<file path="src/rtl/cfg_gate_pkg.sv">
package cfg_gate_pkg;
   localparam int IO_AW = 16;
   localparam int DW    = 8;

   localparam logic [DW-1:0] REG_LDN     = 8'h07;
   localparam logic [DW-1:0] REG_CHIP    = 8'h09;
   localparam logic [DW-1:0] REG_DEVID   = 8'h20;
   localparam logic [DW-1:0] REG_BASE4   = 8'h23;
   localparam logic [DW-1:0] REG_BASE_HI = 8'h60;
   localparam logic [DW-1:0] REG_BASE_LO = 8'h61;

   typedef struct packed {
      logic [IO_AW-1:0] key_port;
      logic [IO_AW-1:0] idx_port;
      logic [IO_AW-1:0] dat_port;
      logic [DW-1:0]    key;
      logic [1:0]       need;
   } scheme_t;

   function automatic scheme_t alt_scheme(input logic [1:0] sel);
      scheme_t s;
      case (sel)
         2'd0:    begin s.key = 8'h89; s.need = 2'd1; s.key_port = 16'h0250; end
         2'd1:    begin s.key = 8'h86; s.need = 2'd2; s.key_port = 16'h03F0; end
         2'd2:    begin s.key = 8'h87; s.need = 2'd2; s.key_port = 16'h03F0; end
         default: begin s.key = 8'h88; s.need = 2'd1; s.key_port = 16'h0250; end
      endcase
      s.idx_port = (s.key_port == 16'h0250) ? 16'h0251 : 16'h03F0;
      s.dat_port = (s.key_port == 16'h0250) ? 16'h0252 : 16'h03F1;
      return s;
   endfunction
endpackage

</file>
<file path="src/rtl/cfg_scheme_sel.sv">
module cfg_scheme_sel
   import cfg_gate_pkg::*;
#(
   parameter bit               ALT_EN   = 1'b1,
   parameter logic [IO_AW-1:0] PRI_PORT = 16'h03F0,
   parameter logic [DW-1:0]    PRI_KEY  = 8'h55,
   parameter int               PRI_NEED = 2
) (
   input  logic       strap_alt,
   input  logic [1:0] strap_sel,
   output scheme_t    sch
);
   localparam scheme_t PRI_SCH = '{key_port: PRI_PORT,
                                   idx_port: PRI_PORT,
                                   dat_port: PRI_PORT + 16'd1,
                                   key:      PRI_KEY,
                                   need:     2'(PRI_NEED)};
   generate
      if (ALT_EN) begin : g_alt
         always_comb sch = strap_alt ? alt_scheme(strap_sel) : PRI_SCH;
      end else begin : g_pri
         logic unused_straps;
         assign unused_straps = strap_alt ^ (^strap_sel);
         always_comb sch = PRI_SCH;
      end
   endgenerate
endmodule

</file>
<file path="src/rtl/cfg_unlock_fsm.sv">
module cfg_unlock_fsm
   import cfg_gate_pkg::*;
#(
   parameter logic [DW-1:0] EXIT_CODE = 8'hAA
) (
   input  logic             clk,
   input  logic             rst_n,
   input  logic             io_wr,
   input  logic [IO_AW-1:0] io_addr,
   input  logic [DW-1:0]    io_wdata,
   input  logic [IO_AW-1:0] key_port,
   input  logic [DW-1:0]    key,
   input  logic [1:0]       need,
   output logic             open,
   output logic             exit_hit
);
   logic [1:0] cnt_q;
   logic       key_wr;
   logic [2:0] cnt_nxt;

   assign key_wr   = io_wr && (io_addr == key_port);
   assign exit_hit = open && key_wr && (io_wdata == EXIT_CODE);
   assign cnt_nxt  = {1'b0, cnt_q} + 3'd1;

   always_ff @(posedge clk or negedge rst_n) begin
      if (!rst_n) begin
         open  <= 1'b0;
         cnt_q <= 2'd0;
      end else if (key_wr) begin
         if (open) begin
            if (io_wdata == EXIT_CODE) open <= 1'b0;
         end else if (io_wdata == key) begin
            if (cnt_nxt == {1'b0, need}) begin
               open  <= 1'b1;
               cnt_q <= 2'd0;
            end else begin
               cnt_q <= cnt_nxt[1:0];
            end
         end else begin
            cnt_q <= 2'd0;
         end
      end
   end

   p_cnt_bound_r3: assert property (@(posedge clk) disable iff (!rst_n)
      cnt_q < need);
   p_wrong_key_clears_r3: assert property (@(posedge clk) disable iff (!rst_n)
      (!open && key_wr && io_wdata != key) |=> cnt_q == 2'd0);
   p_exit_locks_r4: assert property (@(posedge clk) disable iff (!rst_n)
      exit_hit |=> !open);
   p_open_needs_key_r2: assert property (@(posedge clk) disable iff (!rst_n)
      $rose(open) |-> $past(key_wr && io_wdata == key));
endmodule

</file>
<file path="src/rtl/cfg_reg_file.sv">
module cfg_reg_file
   import cfg_gate_pkg::*;
#(
   parameter logic [DW-1:0]    DEV_ID   = 8'h02,
   parameter logic [3:0]       CHIP_ID  = 4'hA,
   parameter logic [DW-1:0]    PAR_LDN  = 8'h03,
   parameter logic [IO_AW-1:0] BASE_RST = 16'h0378
) (
   input  logic             clk,
   input  logic             rst_n,
   input  logic             open,
   input  logic             exit_hit,
   input  logic             io_wr,
   input  logic             io_rd,
   input  logic [IO_AW-1:0] io_addr,
   input  logic [DW-1:0]    io_wdata,
   input  logic [IO_AW-1:0] idx_port,
   input  logic [IO_AW-1:0] dat_port,
   output logic [DW-1:0]    io_rdata,
   output logic [IO_AW-1:0] par_base
);
   logic [DW-1:0]    idx_q;
   logic [DW-1:0]    ldn_q;
   logic [IO_AW-1:0] base_q;
   logic             wr_idx, wr_dat, par_sel;
   logic [DW-1:0]    reg_val;

   assign wr_idx  = open && io_wr && (io_addr == idx_port) && !exit_hit;
   assign wr_dat  = open && io_wr && (io_addr == dat_port);
   assign par_sel = (ldn_q == PAR_LDN);

   always_ff @(posedge clk or negedge rst_n) begin
      if (!rst_n) begin
         idx_q  <= '0;
         ldn_q  <= '0;
         base_q <= BASE_RST;
      end else begin
         if (wr_idx) idx_q <= io_wdata;
         if (wr_dat) begin
            case (idx_q)
               REG_LDN:     ldn_q <= io_wdata;
               REG_BASE_HI: if (par_sel) base_q[15:8] <= io_wdata;
               REG_BASE_LO: if (par_sel) base_q[7:0]  <= io_wdata;
               REG_BASE4:   base_q <= {6'b0, io_wdata, 2'b00};
               default:     ;
            endcase
         end
      end
   end

   always_comb begin
      case (idx_q)
         REG_LDN:     reg_val = ldn_q;
         REG_CHIP:    reg_val = {4'h0, CHIP_ID};
         REG_DEVID:   reg_val = DEV_ID;
         REG_BASE4:   reg_val = base_q[9:2];
         REG_BASE_HI: reg_val = par_sel ? base_q[15:8] : 8'h00;
         REG_BASE_LO: reg_val = par_sel ? base_q[7:0]  : 8'h00;
         default:     reg_val = 8'h00;
      endcase
   end

   always_comb begin
      io_rdata = 8'hFF;
      if (io_rd && open) begin
         if (io_addr == idx_port)      io_rdata = idx_q;
         else if (io_addr == dat_port) io_rdata = reg_val;
      end
   end

   assign par_base = base_q;

   p_locked_reads_ff_r5: assert property (@(posedge clk) disable iff (!rst_n)
      (io_rd && !open) |-> io_rdata == 8'hFF);
   p_locked_base_hold_r5: assert property (@(posedge clk) disable iff (!rst_n)
      !open |=> $stable(par_base));
   p_devid_const_r6: assert property (@(posedge clk) disable iff (!rst_n)
      (open && io_rd && io_addr == dat_port && idx_q == REG_DEVID) |-> io_rdata == DEV_ID);
   p_base_upper_clear_r10: assert property (@(posedge clk) disable iff (!rst_n)
      (wr_dat && idx_q == REG_BASE4) |=> par_base[15:10] == 6'b0);
endmodule

</file>
<file path="src/rtl/cfg_unlock_gate.sv">
module cfg_unlock_gate
   import cfg_gate_pkg::*;
#(
   parameter bit               ALT_EN    = 1'b1,
   parameter logic [IO_AW-1:0] PRI_PORT  = 16'h03F0,
   parameter logic [DW-1:0]    PRI_KEY   = 8'h55,
   parameter int               PRI_NEED  = 2,
   parameter logic [DW-1:0]    EXIT_CODE = 8'hAA,
   parameter logic [DW-1:0]    DEV_ID    = 8'h02,
   parameter logic [3:0]       CHIP_ID   = 4'hA,
   parameter logic [DW-1:0]    PAR_LDN   = 8'h03,
   parameter logic [IO_AW-1:0] BASE_RST  = 16'h0378
) (
   input  logic        clk,
   input  logic        rst_n,
   input  logic        strap_alt,
   input  logic [1:0]  strap_sel,
   input  logic [15:0] io_addr,
   input  logic        io_wr,
   input  logic        io_rd,
   input  logic [7:0]  io_wdata,
   output logic [7:0]  io_rdata,
   output logic        cfg_open,
   output logic [15:0] par_base
);
   initial begin
      assert (PRI_NEED >= 1 && PRI_NEED <= 3);
      assert (PRI_KEY != EXIT_CODE);
   end

   scheme_t sch;
   logic    exit_hit;

   cfg_scheme_sel #(
      .ALT_EN(ALT_EN), .PRI_PORT(PRI_PORT), .PRI_KEY(PRI_KEY), .PRI_NEED(PRI_NEED)
   ) sel_i (
      .strap_alt(strap_alt), .strap_sel(strap_sel), .sch(sch)
   );

   cfg_unlock_fsm #(.EXIT_CODE(EXIT_CODE)) fsm_i (
      .clk(clk), .rst_n(rst_n), .io_wr(io_wr), .io_addr(io_addr),
      .io_wdata(io_wdata), .key_port(sch.key_port), .key(sch.key),
      .need(sch.need), .open(cfg_open), .exit_hit(exit_hit)
   );

   cfg_reg_file #(
      .DEV_ID(DEV_ID), .CHIP_ID(CHIP_ID), .PAR_LDN(PAR_LDN), .BASE_RST(BASE_RST)
   ) regs_i (
      .clk(clk), .rst_n(rst_n), .open(cfg_open), .exit_hit(exit_hit),
      .io_wr(io_wr), .io_rd(io_rd), .io_addr(io_addr), .io_wdata(io_wdata),
      .idx_port(sch.idx_port), .dat_port(sch.dat_port),
      .io_rdata(io_rdata), .par_base(par_base)
   );
endmodule

</file>
<file path="config.mk">
export PLATFORM = sky130hd
export DESIGN_NAME = cfg_unlock_gate
export DESIGN_NICKNAME = d
export VERILOG_FILES = /design/src/rtl/cfg_gate_pkg.sv /design/src/rtl/cfg_scheme_sel.sv /design/src/rtl/cfg_unlock_fsm.sv /design/src/rtl/cfg_reg_file.sv /design/src/rtl/cfg_unlock_gate.sv
export SDC_FILE = /design/constraint.sdc
export NUM_CORES = 1
export LEC_CHECK = 0
export ABC_AREA = 1
export BUFFER_PORTS_ARGS = -buffer_cell sky130_fd_sc_hd__buf_2
export CAP_MARGIN = 20
export CORE_MARGIN = 2
export CORE_UTILIZATION = 50
export CTS_BUF_LIST = sky130_fd_sc_hd__clkbuf_2
export DETAILED_ROUTE_END_ITERATION = 10
export PLACE_DENSITY = 0.77
export SLEW_MARGIN = 10
export SYNTH_ARGS = -nofsm -noshare
export SYNTH_HDL_FRONTEND = slang
export SYNTH_SLANG_ARGS = --single-unit
</file>
<file path="constraint.sdc">
create_clock -name clk -period 7 [get_ports clk]
set_input_delay 1.75 -clock clk [delete_from_list [all_inputs] [get_ports clk]]
set_output_delay 1.75 -clock clk [all_outputs]
set_load 0.1 [all_outputs]
</file>
==> results of run 1 <==
cells by family after synthesis:
group | Yosys count
AND/OR/NAND/NOR | 298
buffers and inverters | 81
flip-flops | 35
AO/OA/AOI/OAI | 37
adder cells (fa/ha/maj) | 2
critical path, cell delays in order:
cell and delay (ns):
buf_2 0.10, inv_1 0.04, ha_1 0.36, nor2_2 0.21, nand2_1 0.07, nand2_1 0.07
nand2_2 0.09, nor2_8 0.16, nand2_4 0.16, o21ai_0 0.21, inv_1 0.06, nand2_1 0.06
buf_2 0.41
per-layer routing:
layer / vias to the layer above / GRT usage (%) / share of wire, %
li1: 1501 / - / -
met5: - / 0 / 0
met4: 0 / 6.207 / 0.92
met2: 81 / 40.77 / 48
met3: 8 / 4.318 / 5.7
met1: 1346 / 32.40 / 46
cells in the final DEF (no fill, tap or decap), types with 2 or more instances in the layout:
cell,netlist,routed
a21oi_1,2,2
buf_2,1,55
clkbuf_2,0,6
dfrtp_1,29,29
dfstp_2,6,6
ha_1,2,2
inv_1,73,73
inv_2,4,4
nand2_1,197,197
nand2_2,3,3
nand2_4,6,6
nand3_1,43,43
nand4_1,4,4
nor2_1,26,26
nor2_2,3,3
nor2_4,5,5
nor2_8,3,3
nor3_1,4,4
o21ai_0,28,28
o21ai_1,4,4
layout make-up:
class	instances	area, um2	area share (%)
inverters	77	289.0	9.112
well taps	72	90.09	2.840
clock buffers	6	30.03	0.9467
repair buffers	55	275.3	8.679
clock inverters	2	8.758	0.2761
multi-input cells	337	1595	50.30
flip-flops and latches	35	883.3	27.85
Yosys cell counts, drive strengths merged:
| cell | instances | area share (%) |
|---|---|---|
| nand2 | 206 | 30 |
| inv | 77 | 10 |
| nand3 | 45 | 8.7 |
| nor2 | 37 | 8.3 |
| o21ai | 32 | 5.7 |
| dfrtp | 29 | 26 |
| dfstp | 6 | 5.6 |
| nor3 | 5 | 1.1 |
| nand4 | 4 | 0.89 |
| a21oi | 3 | 0.67 |
| buf | 3 | 0.98 |
| ha | 2 | 0.89 |
| clkbuf | 1 | 0.13 |
| nand3b | 1 | 0.72 |
| o211ai | 1 | 0.27 |
| o21bai | 1 | 0.27 |
state kept, by name, indices dropped and copies added, names as in the netlist:
register,cells
regs_i.par_base,16
regs_i.idx_q,8
fsm_i.open,1
regs_i.ldn_q,8
fsm_i.cnt_q,2
path summary, 6_finish.rpt:
path,start,to,slack (ns)
setup / recovery,strap_sel[0],io_rdata[2],1.51
min in group asynchronous,rst_n,regs_i.par_base[2]$_DFFE_PN0P_,1.42
max in group asynchronous,rst_n,regs_i.idx_q[3]$_DFFE_PN0P_,5.08
hold reg to reg,regs_i.par_base[4]$_DFFE_PN1P_,regs_i.par_base[4]$_DFFE_PN1P_,0.49
hold / removal,regs_i.par_base[4]$_DFFE_PN1P_,regs_i.par_base[4]$_DFFE_PN1P_,0.49
setup reg to reg,regs_i.idx_q[4]$_DFFE_PN0P_,regs_i.par_base[13]$_DFFE_PN0P_,4.91
power by group through the flow:
stage | Sequential (mW) | Clock, mW | Combinational (mW)
6_report | 0.203 | 0.0948 | 0.0465
4_1_cts | 0.203 | 0.0975 | 0.0467
2_1_floorplan | 0.206 | 0 | 0.0245
5_1_grt | 0.203 | 0.110 | 0.0529
3_5_place_dp | 0.206 | 0 | 0.0465
3_3_place_gp | 0.206 | 0 | 0.0456
==> results.sh, run 1 <==
export IMPL_post_route_cell_area_um2=3172
export IMPL_grt_pass1_wl_um=11920
export IMPL_design_power_total_mw=0.3439
export IMPL_postSynthCellCount=453
export IMPL_htreeDepth=2
export IMPL_post_cts_buffers=0
export IMPL_hold_depth=2
export IMPL_intPower_mw=0.2423
export IMPL_maxCapViolCount=0
export IMPL_yosysSeqAreaShare_pct=31.56
export IMPL_post_dp_cell_area_um2=3133
export IMPL_synthMuxAreaShare_pct=0
export IMPL_avgSynthCellArea_um2=6.179
export IMPL_clockBufferDepth=2
export IMPL_finalCritPeriodShare_pct=78.39
export IMPL_required_ns=5.25
export IMPL_cts_tree="built"
export IMPL_final_nets=544
export IMPL_die_y_um=78.82
export IMPL_grt_pass1_vias=2650
export IMPL_stdcell_count=584
export IMPL_setup_viol=0
export IMPL_drv_slew=0
export IMPL_pwr_share_comb_pct=13.5
export IMPL_core_rowCount=27
export IMPL_rsz0062_at_grt="false"
export IMPL_synth_fa_ha_area_share_pct=0.8941
export IMPL_cp_arrival_ns=3.74
export IMPL_cts_sinks=35
export IMPL_nFillCells=572
export IMPL_setup_ws_ns=1.513
export IMPL_p_seq_share_pct=58.9
export IMPL_whs_ns=0.4946
export IMPL_synthSimpleGateAreaFrac_pct=49.17
export IMPL_grt_start_max_net_pins=36
export IMPL_drt_pass1_iterations=5
export IMPL_status="finished, final reports clean"
export IMPL_drive_gt1_share_pct=18.95
export IMPL_clk_latency_ns=0.37
export IMPL_ys_warn_count=0
export IMPL_synth_seq_cells=35
export IMPL_drtIter0Drc=187
export IMPL_area_delta_synth_final_pct=13.32
export IMPL_p_switching_mw=0.1017
export IMPL_post_drt_wl_per_cell_um=12.60
export IMPL_dp_slack_ns=1.527
export IMPL_max_freq_ghz=0.1823
export IMPL_cp_max_fo=17
export IMPL_clkPwrFrac_pct=27.6
export IMPL_cts_root_buf="clkbuf_2"
export IMPL_ios=56
export IMPL_netlist_area_um2=2799
export IMPL_cts_hold_buf=0
export IMPL_swShare_pct=29.56
export IMPL_syn_num_nets=486
export IMPL_dp_hpwl_um=5852
export IMPL_crit_type="in -> out"
export IMPL_via_per_inst=5.027
export IMPL_hold_viol_final=0
export IMPL_start_kind="input pin"
export IMPL_portBuffers=55
export IMPL_powerDensity_nw_per_um2=108.4
export IMPL_r2r_cells=9
export IMPL_grtUsageTotal_pct=24.24
export IMPL_core_um2=5473
export IMPL_dieArea_um2=6213
export IMPL_worst_slew_pin_slew_ns=0.7913
export IMPL_num_antenna_cells=0
export IMPL_cts_made_buffers=5
export IMPL_yosys_cell_types_count=28
export IMPL_hold_class="reg -> reg"
export IMPL_antenna_found_initial=0
export IMPL_remaining_drc_errors=0
export IMPL_final_core_util_pct=57.96
export IMPL_dieWidth_um=78.82
export IMPL_synth_top_family_by_area="simple AND/OR/NAND/NOR gates"
export IMPL_period_minus_slack_ns=5.487
export IMPL_relSlewSlack_pct=47.24
export IMPL_cellLeakagePower_nw=2.015
export IMPL_finClkSkew_ns=0.005259
export IMPL_num_vias=2936
export IMPL_dpl_cell_count=576
export IMPL_routed_wl_um=7357
export IMPL_initial_utilization_pct=51.14
export IMPL_setup_tns_ns=0
export IMPL_vdd_ir_drop_max_mv=0.08810
export IMPL_cts_resized=0
export IMPL_path_clk_slew_ns=0.18
export IMPL_cp_end_kind="output port"
export IMPL_postRouteAntennaNets=0
export IMPL_place_congestion=0.9161
export IMPL_synth_compound_area_share_pct=6.929
export IMPL_grt_overflow_total=0
export IMPL_synth_xor_area_share_pct=0
No activity file was read; power rests on OpenSTA's default activity.
==> run 2: changes to the inputs <==
ABC_AREA = 0   (was 1)
PLACE_DENSITY = 0.81   (was 0.77)
clock period = 4.9 ns   (was 7 ns; I/O delays follow)
==> run 2 against run 1 <==
- global-route usage up 1.1 points
- register-to-register slack lost 2.6 ns
- routed wire length down 11%
- sequential cell count unchanged
- clock skew is 0.0065 ns higher
- first-iteration DRC count shrank 16%
- combinational power grew 16%
- sequential share of layout area rose by 3.1 points
- power rose by 39%
- sequential power increased by 42%
- critical path type unchanged
- critical endpoint is now io_rdata[4]
- largest power group unchanged
==> results.sh, run 2 <==
export IMPL_relSlewSlack_pct=47.21
export IMPL_cp_end_kind="output port"
export IMPL_max_freq_ghz=0.2066
export IMPL_routed_wl_um=6554
export IMPL_cellLeakagePower_nw=1.362
export IMPL_via_per_inst=6.236
export IMPL_async_flop_share_pct=100.0
export IMPL_path_clk_slew_ns=0.17
export IMPL_post_route_cell_area_um2=2853
export IMPL_avgSynthCellArea_um2=10.06
export IMPL_multi_input_area_um2=1489
export IMPL_drt_pass1_iterations=6
export IMPL_critPathMaxStageDelay_ns=0.58
export IMPL_maxCapViolCount=0
export IMPL_grt_use_met3_pct=4.144
export IMPL_place_congestion=0.9042
export IMPL_ys_warn_count=0
export IMPL_cp_max_fo=6
export IMPL_grt_overflow_total=0
export IMPL_initial_utilization_pct=51.08
export IMPL_grtUsageTotal_pct=25.34
export IMPL_clk_latency_ns=0.39
export IMPL_synth_edff_count=0
export IMPL_period_minus_slack_ns=4.840
export IMPL_required_ns=3.67
export IMPL_use_met1_pct=36.24
export IMPL_dieWidth_um=72.77
export IMPL_dieArea_um2=5295
export IMPL_hold_class="reg -> reg"
export IMPL_yosys_cell_types_count=58
export IMPL_remaining_drc_errors=0
export IMPL_synth_common_cells="32 x nand2_1, 29 x dfrtp_1, 18 x mux2_2"
export IMPL_crit_chain="buf_2 > inv_1 > ha_1 > nand2b_4 > or4b_4 > a2111o_1 > o32ai_2 > nand2_1 > buf_6"
export IMPL_slowest_stage="a2111o_1"
export IMPL_cts_tree="built"
export IMPL_htreeDepth=2
export IMPL_grt_pass1_vias=2016
export IMPL_core_rowCount=25
export IMPL_final_nets=329
export IMPL_cts_made_buffers=5
export IMPL_yosysMostFrequentCell="nand2_1"
export IMPL_regArea_um2=883.3
export IMPL_crit_type="in -> out"
export IMPL_portBuffers=55
export IMPL_worst_slew_pin_slew_ns=0.7918
export IMPL_vdd_ir_drop_max_mv=0.1381
export IMPL_netlist_area_um2=2365
export IMPL_synth_seq_cells=35
export IMPL_postSynthCellCount=235
export IMPL_status="finished, final reports clean"
export IMPL_synthTopCellsByArea="dfrtp_1 31%, mux2_2 8.6%, dfstp_2 6.7%"
export IMPL_antenna_found_initial=0
export IMPL_cp_arrival_ns=3.62
export IMPL_busiest_layer="met2"
export IMPL_post_dp_cell_area_um2=2744
export IMPL_finalCritPeriodShare_pct=98.78
export IMPL_grt_pass1_wl_um=10180
export IMPL_postRouteAntennaNets=0
export IMPL_final_core_util_pct=61.62
export IMPL_hold_viol_final=0
export IMPL_cts_hold_buf=0
export IMPL_dp_hpwl_um=4818
export IMPL_clockBufferDepth=2
export IMPL_yosysTopAreaCell="dfrtp_1"
export IMPL_grt_start_max_net_pins=36
export IMPL_met2_usage_pct=38.59
export IMPL_syn_num_nets=268
export IMPL_cts_sinks=35
export IMPL_nFillCells=400
export IMPL_ios=56
export IMPL_largest_reg_flops=16
export IMPL_ys_flop_type="dfrtp_1"
export IMPL_start_kind="input pin"
export IMPL_finClkSkew_ns=0.01173
export IMPL_yosysSeqAreaShare_pct=37.35
export IMPL_drtIter0Drc=157
export IMPL_setup_viol=0
export IMPL_layout_common_cells="49 x buf_2, 32 x nand2_1, 29 x dfrtp_1"
export IMPL_cts_root_buf="clkbuf_2"
export IMPL_synth_top_area_share_pct=30.69
export IMPL_drv_slew=0
export IMPL_area_delta_synth_final_pct=20.64
export IMPL_post_cts_buffers=0
export IMPL_core_um2=4629
export IMPL_num_antenna_cells=0
export IMPL_num_vias=2189
export IMPL_drive_gt1_share_pct=41.08
export IMPL_die_y_um=72.77
export IMPL_final_common_cell="buf_2"
export IMPL_powerDensity_nw_per_um2=168.1
export IMPL_post_drt_wl_per_cell_um=18.67
run 2: logic make-up after synthesis:
| group | Yosys count | share of synthesized area [%] |
|---|---|---|
| adder cells (fa/ha/maj) | 2 | 1.058 |
| XOR/XNOR | 1 | 0.3704 |
| AO/OA/AOI/OAI | 55 | 19.26 |
| AND/OR/NAND/NOR | 99 | 25.24 |
| multiplexers | 30 | 14.29 |
| buffers and inverters | 13 | 2.434 |
| flip-flops | 35 | 37.35 |
run 2: what timing repair did:
| item | in CTS | in global routing |
|---|---|---|
| setup endpoints to repair | 0 | 7 |
| endpoints found under the hold margin | 0 | 0 |
| resized for setup | 0 | 21 |
run 2: cell type report:
class                   instances  share of cell area (%)
multi-input cells             187                   52.19
flip-flops and latches         35                   30.96
repair buffers                 62                   12.41
well taps                      54                   2.368
clock buffers                   7                   1.228
inverters                       5                  0.6579
clock inverters                 1                  0.1754
run 2: critical path: cells and delay by family:
kind	cells	cell delay [ns]
buf+inv	3	0.35
compound gates	2	0.94
simple gates	3	0.77
fa+ha+maj	1	0.33
run 2: power by group:
part / internal, mW / switching [mW]
clock: 0.0390 / 0.0975
combinational: 0.0220 / 0.0318
sequential: 0.289 / 0.000000109
total: 0.350 / 0.129
run 2: per-stage QoR:
stage / hold slack, ns / setup TNS, ns / std cells / setup WS, ns / total power [mW]
after floorplan: 0.4744 / -0.01802 / 235 / -0.01802 / 0.3155
after global placement: 0.5112 / 0 / 343 / 0.08610 / 0.3462
after detailed placement: 0.5171 / 0 / 343 / 0.02900 / 0.3470
after CTS: 0.5544 / 0 / 351 / 0.02184 / 0.4836
after global routing: 0.5860 / -0.04913 / 351 / -0.04913 / 0.5002
final: 0.5498 / 0 / 351 / 0.05965 / 0.4797
run 2: per-layer routing:
| metal | share of wire (%) | vias up | wire length [um] |
|---|---|---|---|
| li1 | - | 1016 | - |
| met1 | 45 | 1051 | 2974 |
| met2 | 45 | 106 | 2969 |
| met3 | 7.0 | 16 | 462 |
| met4 | 2.3 | 0 | 148 |
| met5 | 0 | - | 0 |
run 2: worst paths after layout:
check                                            start                        endpoint  slack (ns)  depth (start not counted)
setup / recovery                          strap_sel[0]                     io_rdata[4]        0.06                          9
hold / removal              fsm_i.cnt_q[1]$_DFFE_PN0P_      fsm_i.cnt_q[1]$_DFFE_PN0P_        0.55                          2
setup reg to reg           regs_i.idx_q[4]$_DFFE_PN0P_  regs_i.par_base[7]$_DFFE_PN0P_        2.35                          5
hold reg to reg             fsm_i.cnt_q[1]$_DFFE_PN0P_      fsm_i.cnt_q[1]$_DFFE_PN0P_        0.55                          2
max in group asynchronous                        rst_n     regs_i.ldn_q[7]$_DFFE_PN0P_        3.50                          1
min in group asynchronous                        rst_n  regs_i.par_base[1]$_DFFE_PN0P_        0.89                          1
